## src/rtl/ata_tf_pkg.sv

```systemverilog
package ata_tf_pkg;
  localparam int unsigned REG_W  = 8;
  localparam int unsigned ADDR_W = 3;
  localparam int unsigned LBA_W  = 28;
  localparam int unsigned HEAD_W = 4;

  localparam logic [ADDR_W-1:0] OFF_DATA = 3'd0;
  localparam logic [ADDR_W-1:0] OFF_FEAT = 3'd1;
  localparam logic [ADDR_W-1:0] OFF_SCNT = 3'd2;
  localparam logic [ADDR_W-1:0] OFF_SECN = 3'd3;
  localparam logic [ADDR_W-1:0] OFF_CYLL = 3'd4;
  localparam logic [ADDR_W-1:0] OFF_CYLH = 3'd5;
  localparam logic [ADDR_W-1:0] OFF_DRHD = 3'd6;
  localparam logic [ADDR_W-1:0] OFF_CMD  = 3'd7;

  localparam logic [REG_W-1:0] SMART_KEY_LO = 8'h4F;
  localparam logic [REG_W-1:0] SMART_KEY_HI = 8'hC2;

  typedef enum logic [1:0] {
    CLS_NONDATA = 2'd0,
    CLS_PIO_IN  = 2'd1,
    CLS_PIO_OUT = 2'd2,
    CLS_DMA     = 2'd3
  } cmd_class_e;

  typedef enum logic [1:0] {
    ST_IDLE  = 2'd0,
    ST_EXEC  = 2'd1,
    ST_ABORT = 2'd2
  } tf_state_e;
endpackage

```

## src/rtl/ata_cmd_decode.sv

```systemverilog
module ata_cmd_decode
  import ata_tf_pkg::*;
(
  input  logic [REG_W-1:0] opcode,
  input  logic [REG_W-1:0] key_lo,
  input  logic [REG_W-1:0] key_hi,
  output logic             known,
  output cmd_class_e       cls
);
  logic smart_key_ok;

  assign smart_key_ok = (key_lo == SMART_KEY_LO) && (key_hi == SMART_KEY_HI);

  always_comb begin
    known = 1'b1;
    cls   = CLS_NONDATA;
    casez (opcode)
      8'h00, 8'h1?, 8'h40, 8'h41,
      8'h7?, 8'h90, 8'h91, 8'hEF: cls = CLS_NONDATA;
      8'b0010_00??, 8'hC4, 8'hEC: cls = CLS_PIO_IN;
      8'b0011_00??, 8'hC5:        cls = CLS_PIO_OUT;
      8'b1100_10??:               cls = CLS_DMA;
      8'hB0: begin
        cls   = CLS_NONDATA;
        known = smart_key_ok;
      end
      default: known = 1'b0;
    endcase
  end
endmodule

```

## src/rtl/ata_addr_fmt.sv

```systemverilog
module ata_addr_fmt
  import ata_tf_pkg::*;
(
  input  logic              lba_sel,
  input  logic [HEAD_W-1:0] head_nib,
  input  logic [REG_W-1:0]  sec_b,
  input  logic [REG_W-1:0]  cyl_lo_b,
  input  logic [REG_W-1:0]  cyl_hi_b,
  output logic [LBA_W-1:0]  lba,
  output logic [2*REG_W-1:0] cyl,
  output logic [HEAD_W-1:0] head,
  output logic [REG_W-1:0]  sector
);
  always_comb begin
    if (lba_sel) begin
      lba    = {head_nib, cyl_hi_b, cyl_lo_b, sec_b};
      cyl    = '0;
      head   = '0;
      sector = '0;
    end else begin
      lba    = '0;
      cyl    = {cyl_hi_b, cyl_lo_b};
      head   = head_nib;
      sector = sec_b;
    end
  end
endmodule

```

## src/rtl/ata_tf_ctrl.sv

```systemverilog
module ata_tf_ctrl
  import ata_tf_pkg::*;
(
  input  logic clk,
  input  logic rst_n,
  input  logic cmd_wr,
  input  logic cmd_known,
  input  logic cmd_pio,
  input  logic be_done,
  input  logic be_fail,
  input  logic be_last_word,
  output logic busy,
  output logic drq,
  output logic err,
  output logic abrt,
  output logic start
);
  tf_state_e st_q, st_d;
  logic busy_d, drq_d, err_d, abrt_d, start_d, pio_q, pio_d;

  always_comb begin
    st_d    = st_q;
    busy_d  = busy;
    drq_d   = drq;
    err_d   = err;
    abrt_d  = abrt;
    start_d = 1'b0;
    pio_d   = pio_q;
    unique case (st_q)
      ST_IDLE: begin
        if (cmd_wr) begin
          busy_d = 1'b1;
          err_d  = 1'b0;
          abrt_d = 1'b0;
          drq_d  = 1'b0;
          pio_d  = cmd_pio;
          if (cmd_known) begin
            st_d    = ST_EXEC;
            start_d = 1'b1;
          end else begin
            st_d = ST_ABORT;
          end
        end else if (drq && be_last_word) begin
          drq_d = 1'b0;
        end
      end
      ST_ABORT: begin
        st_d   = ST_IDLE;
        busy_d = 1'b0;
        err_d  = 1'b1;
        abrt_d = 1'b1;
      end
      ST_EXEC: begin
        if (be_done) begin
          st_d   = ST_IDLE;
          busy_d = 1'b0;
          if (be_fail) begin
            err_d  = 1'b1;
            abrt_d = 1'b1;
          end else begin
            drq_d = pio_q;
          end
        end
      end
      default: st_d = ST_IDLE;
    endcase
  end

  always_ff @(posedge clk or negedge rst_n) begin
    if (!rst_n) begin
      st_q  <= ST_IDLE;
      busy  <= 1'b0;
      drq   <= 1'b0;
      err   <= 1'b0;
      abrt  <= 1'b0;
      start <= 1'b0;
      pio_q <= 1'b0;
    end else begin
      st_q  <= st_d;
      busy  <= busy_d;
      drq   <= drq_d;
      err   <= err_d;
      abrt  <= abrt_d;
      start <= start_d;
      pio_q <= pio_d;
    end
  end
endmodule

```

## src/rtl/ata_taskfile_regs.sv

```systemverilog
module ata_taskfile_regs
  import ata_tf_pkg::*;
#(
  parameter int unsigned RST_SYNC_STAGES = 2
) (
  input  logic               clk,
  input  logic               rst_n,
  input  logic [ADDR_W-1:0]  host_addr,
  input  logic               host_wr,
  input  logic               host_rd,
  input  logic [REG_W-1:0]   host_wdata,
  output logic [REG_W-1:0]   host_rdata,
  output logic               dp_wr,
  output logic [REG_W-1:0]   dp_wdata,
  output logic               dp_rd,
  input  logic [REG_W-1:0]   dp_rdata,
  output logic [REG_W-1:0]   features,
  output logic [REG_W-1:0]   sect_count,
  output logic               lba_mode,
  output logic               drive_sel,
  output logic [LBA_W-1:0]   lba_addr,
  output logic [2*REG_W-1:0] chs_cyl,
  output logic [HEAD_W-1:0]  chs_head,
  output logic [REG_W-1:0]   chs_sector,
  output logic               cmd_start,
  output logic [REG_W-1:0]   cmd_opcode,
  output logic [1:0]         cmd_class,
  input  logic               be_done,
  input  logic               be_fail,
  input  logic               be_last_word
);
  localparam int unsigned SYNC_MSB = RST_SYNC_STAGES - 1;

  logic [SYNC_MSB:0] rs_q;
  logic              rst_sync_n;

  always_ff @(posedge clk or negedge rst_n) begin
    if (!rst_n) rs_q <= '0;
    else        rs_q <= {rs_q[SYNC_MSB-1:0], 1'b1};
  end
  assign rst_sync_n = rs_q[SYNC_MSB];

  logic busy_w, drq_w, err_w, abrt_w;
  logic wr_ok, cmd_wr, dec_known;
  cmd_class_e dec_cls;

  logic [REG_W-1:0]  feat_q, scnt_q, secn_q, cyll_q, cylh_q, cmd_q, dpw_q;
  logic [REG_W-1:0]  feat_d, scnt_d, secn_d, cyll_d, cylh_d, cmd_d;
  logic              lba_q, drv_q, lba_d, drv_d, dpw_stb_q;
  logic [HEAD_W-1:0] head_q, head_d;
  cmd_class_e        cls_q, cls_d;
  logic [REG_W-1:0]  status_b, error_b, drhd_b;

  assign wr_ok  = host_wr && !busy_w;
  assign cmd_wr = wr_ok && (host_addr == OFF_CMD);

  ata_cmd_decode u_dec (
    .opcode (host_wdata),
    .key_lo (cyll_q),
    .key_hi (cylh_q),
    .known  (dec_known),
    .cls    (dec_cls)
  );

  ata_tf_ctrl u_ctrl (
    .clk          (clk),
    .rst_n        (rst_sync_n),
    .cmd_wr       (cmd_wr),
    .cmd_known    (dec_known),
    .cmd_pio      ((dec_cls == CLS_PIO_IN) || (dec_cls == CLS_PIO_OUT)),
    .be_done      (be_done),
    .be_fail      (be_fail),
    .be_last_word (be_last_word),
    .busy         (busy_w),
    .drq          (drq_w),
    .err          (err_w),
    .abrt         (abrt_w),
    .start        (cmd_start)
  );

  ata_addr_fmt u_fmt (
    .lba_sel  (lba_q),
    .head_nib (head_q),
    .sec_b    (secn_q),
    .cyl_lo_b (cyll_q),
    .cyl_hi_b (cylh_q),
    .lba      (lba_addr),
    .cyl      (chs_cyl),
    .head     (chs_head),
    .sector   (chs_sector)
  );

  always_comb begin
    feat_d = feat_q;
    scnt_d = scnt_q;
    secn_d = secn_q;
    cyll_d = cyll_q;
    cylh_d = cylh_q;
    lba_d  = lba_q;
    drv_d  = drv_q;
    head_d = head_q;
    cmd_d  = cmd_q;
    cls_d  = cls_q;
    if (wr_ok) begin
      unique case (host_addr)
        OFF_FEAT: feat_d = host_wdata;
        OFF_SCNT: scnt_d = host_wdata;
        OFF_SECN: secn_d = host_wdata;
        OFF_CYLL: cyll_d = host_wdata;
        OFF_CYLH: cylh_d = host_wdata;
        OFF_DRHD: begin
          lba_d  = host_wdata[6];
          drv_d  = host_wdata[4];
          head_d = host_wdata[HEAD_W-1:0];
        end
        OFF_CMD: begin
          cmd_d = host_wdata;
          cls_d = dec_cls;
        end
        default: ;
      endcase
    end
  end

  always_ff @(posedge clk or negedge rst_sync_n) begin
    if (!rst_sync_n) begin
      feat_q    <= '0;
      scnt_q    <= '0;
      secn_q    <= '0;
      cyll_q    <= '0;
      cylh_q    <= '0;
      lba_q     <= 1'b0;
      drv_q     <= 1'b0;
      head_q    <= '0;
      cmd_q     <= '0;
      cls_q     <= CLS_NONDATA;
      dpw_q     <= '0;
      dpw_stb_q <= 1'b0;
    end else begin
      feat_q    <= feat_d;
      scnt_q    <= scnt_d;
      secn_q    <= secn_d;
      cyll_q    <= cyll_d;
      cylh_q    <= cylh_d;
      lba_q     <= lba_d;
      drv_q     <= drv_d;
      head_q    <= head_d;
      cmd_q     <= cmd_d;
      cls_q     <= cls_d;
      dpw_stb_q <= wr_ok && (host_addr == OFF_DATA);
      if (wr_ok && (host_addr == OFF_DATA)) dpw_q <= host_wdata;
    end
  end

  assign status_b = {busy_w, 1'b1, 1'b0, 1'b1, drq_w, 1'b0, 1'b0, err_w};
  assign error_b  = {5'b0, abrt_w, 2'b0};
  assign drhd_b   = {1'b1, lba_q, 1'b1, drv_q, head_q};

  always_comb begin
    if (busy_w) begin
      host_rdata = status_b;
    end else begin
      unique case (host_addr)
        OFF_DATA: host_rdata = dp_rdata;
        OFF_FEAT: host_rdata = error_b;
        OFF_SCNT: host_rdata = scnt_q;
        OFF_SECN: host_rdata = secn_q;
        OFF_CYLL: host_rdata = cyll_q;
        OFF_CYLH: host_rdata = cylh_q;
        OFF_DRHD: host_rdata = drhd_b;
        default:  host_rdata = status_b;
      endcase
    end
  end

  assign dp_rd      = host_rd && !busy_w && (host_addr == OFF_DATA);
  assign dp_wr      = dpw_stb_q;
  assign dp_wdata   = dpw_q;
  assign features   = feat_q;
  assign sect_count = scnt_q;
  assign lba_mode   = lba_q;
  assign drive_sel  = drv_q;
  assign cmd_opcode = cmd_q;
  assign cmd_class  = cls_q;
endmodule

```

## config.mk

```make
export PLATFORM = sky130hd
export DESIGN_NAME = ata_taskfile_regs
export DESIGN_NICKNAME = d
export VERILOG_FILES = /design/src/rtl/ata_tf_pkg.sv /design/src/rtl/ata_cmd_decode.sv /design/src/rtl/ata_addr_fmt.sv /design/src/rtl/ata_tf_ctrl.sv /design/src/rtl/ata_taskfile_regs.sv
export SDC_FILE = /design/constraint.sdc
export NUM_CORES = 1
export LEC_CHECK = 0
export ABC_AREA = 1
export BUFFER_PORTS_ARGS = -buffer_cell sky130_fd_sc_hd__buf_4
export CAP_MARGIN = 30
export CORE_MARGIN = 4
export CORE_UTILIZATION = 45
export DETAILED_ROUTE_END_ITERATION = 8
export GPL_TIMING_DRIVEN = 0
export PLACE_DENSITY_LB_ADDON = 0.1
export REMOVE_ABC_BUFFERS = 1
export SLEW_MARGIN = 10
export SYNTH_ARGS = -nofsm -noshare
export SYNTH_HDL_FRONTEND = slang
export SYNTH_SLANG_ARGS = --single-unit
```

## constraint.sdc

```tcl
create_clock -name clk -period 6.16 [get_ports clk]
set_input_delay 0.616 -clock clk [delete_from_list [all_inputs] [get_ports clk]]
set_output_delay 0.616 -clock clk [all_outputs]
set_load 0.01 [all_outputs]
```

==> impl_metrics.json <==
{
  "r2r-start": "u_ctrl.busy",
  "drt-total-wl_mm": 11.8,
  "postCtsSetupRepairBufs": 0,
  "syn-cell-area_um2": 3960,
  "slowest_delay_ns": 0.48,
  "synth_cell_types": 29,
  "clkTransAtPathRegs_ns": 0.09,
  "synth-seq-cells": 74,
  "grt_pass1_vias": 3693,
  "worst_pin_slew_ns": 0.758,
  "vias": 3858,
  "synth_top_area_share_pct": 46.8,
  "slew_viol_final": 0,
  "synth_area_leader_cell": "dfrtp_1",
  "syn_inst": 542,
  "fmax_mhz": 378,
  "dp_hpwl_mm": 8.86,
  "track_usage_pct": 23.7,
  "grt_start_max_net_pins": 56,
  "hold_path_class": "reg -> async",
  "cts_tree": "yes",
  "grt_pass1_wl_mm": 18.7,
  "root_buffer": "clkbuf_8",
  "path_max_fanout": 9,
  "cp-end-kind": "output port",
  "min_period_ns": 2.64,
  "antenna_found_initial": 0,
  "fin_cells": 778,
  "setup_viol": 0,
  "power_switching_mw": 1.05,
  "crit_arrival_ns": 2.03,
  "clkPwrFrac_pct": 14.8,
  "cpMaxStageDelayCell": "o22ai_1",
  "outcome": "complete, no violations",
  "hold_violations": 0,
  "place_area_um2": 4980,
  "cts_made_buffers": 9,
  "power_density_nw_per_um2": 480,
  "insertion_delay_ns": 0.36,
  "cp.required_ns": 5.54,
  "num_rows": 33,
  "diodes": 0,
  "die_y_um": 102,
  "antenna_left": 0,
  "setup_tns_ns": 0,
  "clkSinkCount": 74,
  "route.detailed.drc": 0,
  "skew_ns": 0.0135,
  "drv_cap": 0,
  "vias_per_cell": 4.96,
  "grt_setup_unrepaired": "no",
  "power.internal_mw": 1.44,
  "power_leakage_nw": 2.94,
  "wl_per_cell_um": 15.1,
  "seq_area_frac_synth_pct": 46.8,
  "ys_warn_count": 0,
  "p_comb_share_pct": 49.5,
  "slew_headroom_pct": 49.3,
  "die-area_um2": 10400,
  "place_congestion": 0.871,
  "final_common_cell": "nand2_1",
  "start_util_pct": 47.2,
  "pin_count": 129,
  "drt-initial-drc-count": 207,
  "ctsHtreeMaxLevel": 3,
  "crit_path_start": "host_addr[1]",
  "finalCoreUtilization_pct": 61.8,
  "port_buffers": 128,
  "die_w_um": 102,
  "place_inst": 761,
  "cts.path.max_buffers": 2,
  "path_buf_inv": 3,
  "seq_power_share_pct": 35.7,
  "core_area_um2": 8380,
  "crit_family": "compound AO/OA/AOI/OAI gates",
  "cp_cell_sequence": "buf_4, inv_1, nand3_1, o22ai_1, nor2_1, a31oi_1, buf_4",
  "gr-total-overflow": 0,
  "mostFrequentLayoutCells": "nand2_1 (154), buf_4 (128), inv_1 (84)",
  "cts_hold_buf": 0,
  "drt_pre_antenna_iters": 7,
  "yosys-top-cells-area": "dfrtp_1 (47%), nand2_1 (15%), inv_1 (8.0%)",
  "syn2layout_area_growth_pct": 30.8,
  "cp_common_cell": "buf_4",
  "nets": 697,
  "syn_avg_cell_area_um2": 7.30,
  "period_share_pct": 42.9,
  "layout-drive-gt1-share_pct": 25.3,
  "worstSetupPathType": "in -> out",
  "cts_resized": 0,
  "critPathLaunchType": "input port",
  "max-vdd-ir-drop_mv": 0.246,
  "finalInstanceArea_um2": 5180,
  "p_sw_share_pct": 42.1
}
[power by group through the flow]
stage	registers, mW	logic, mW	clock network (mW)
after detailed placement	0.891	1.25	0
after floorplan	0.942	0.530	0
after CTS	0.886	1.25	0.374
after global placement	0.929	1.16	0
after global routing	0.921	1.38	0.394
final	0.887	1.23	0.369
[stage by stage]
stage               total power, mW  hold slack [ns]  worst slack, ns
floorplan                      1.47            0.320             3.85
global placement               2.09            0.337             3.19
detailed placement             2.14            0.310             3.55
CTS                            2.51          0.00202             3.55
global route                   2.69            0.346             3.45
finish                         2.49            0.295             3.52
[layer usage]
layer | up-vias | global-route usage [%] | wire length [µm]
met5 | - | 0 | 0
met4 | 0 | 7.16 | 174
met3 | 12 | 6.61 | 1180
met2 | 168 | 36.9 | 5410
met1 | 1749 | 32.2 | 5020
li1 | 1929 | - | -
[synthesized netlist by cell type, drive strengths merged]
cell and n:
a31oi 5, clkbuf 3, nand2 159, nand3 11, nor2 77, conb 1, or2 1, buf 13
o21ai 71, o2bb2ai 2, o22ai 7, nor3 4, clkinv 1, nand4 3, inv 92, dfrtp 74
a211oi 3, ha 3, o31ai 1, a21oi 11
[final cells by class]
type / count / area (µm²)
Clock buffer: 9 / 124
Clock inverter: 7 / 66.3
Fill cell: 774 / 3200
Inverter: 93 / 349
Multi-Input combinational cell: 359 / 1640
Sequential cell: 74 / 1860
Tap cell: 105 / 131
Timing Repair Buffer: 131 / 1010
[sequential cells by signal (all words and copies together) (netlist names), 2 cells and up]
name / count
sect_count: 8
dp_wdata: 8
u_ctrl.st_q: 2
secn_q: 8
cmd_class: 2
rs_q: 2
head_q: 4
cmd_opcode: 8
cyll_q: 8
features: 8
cylh_q: 8
[worst paths after layout]
kind | endpoint | cells after the start | slack (ns)
max in group asynchronous | lba_mode | 1 | 5.29
max reg2reg | head_q[2] | 4 | 4.65
min | features[6] | 0 | 0.30
max | host_rdata[1] | 7 | 3.52
min reg2reg | features[6] | 0 | 0.30
min in group clk | rs_q[1] | 0 | 0.37
[cells by family (layout without fill, tap and decap cells)]
| group | Yosys count | in the layout | share of synthesized area [%] |
|---|---|---|---|
| buffers and inverters | 109 | 240 | 11.8 |
| AOI/OAI and AO/OA | 100 | 100 | 13.5 |
| adders and majority gates | 3 | 3 | 0.948 |
| and+or+nand+nor | 255 | 255 | 26.9 |
| DFF | 74 | 74 | 46.8 |
| other | 1 | 1 | 0.0947 |
Power figures use the tool's default switching activity.
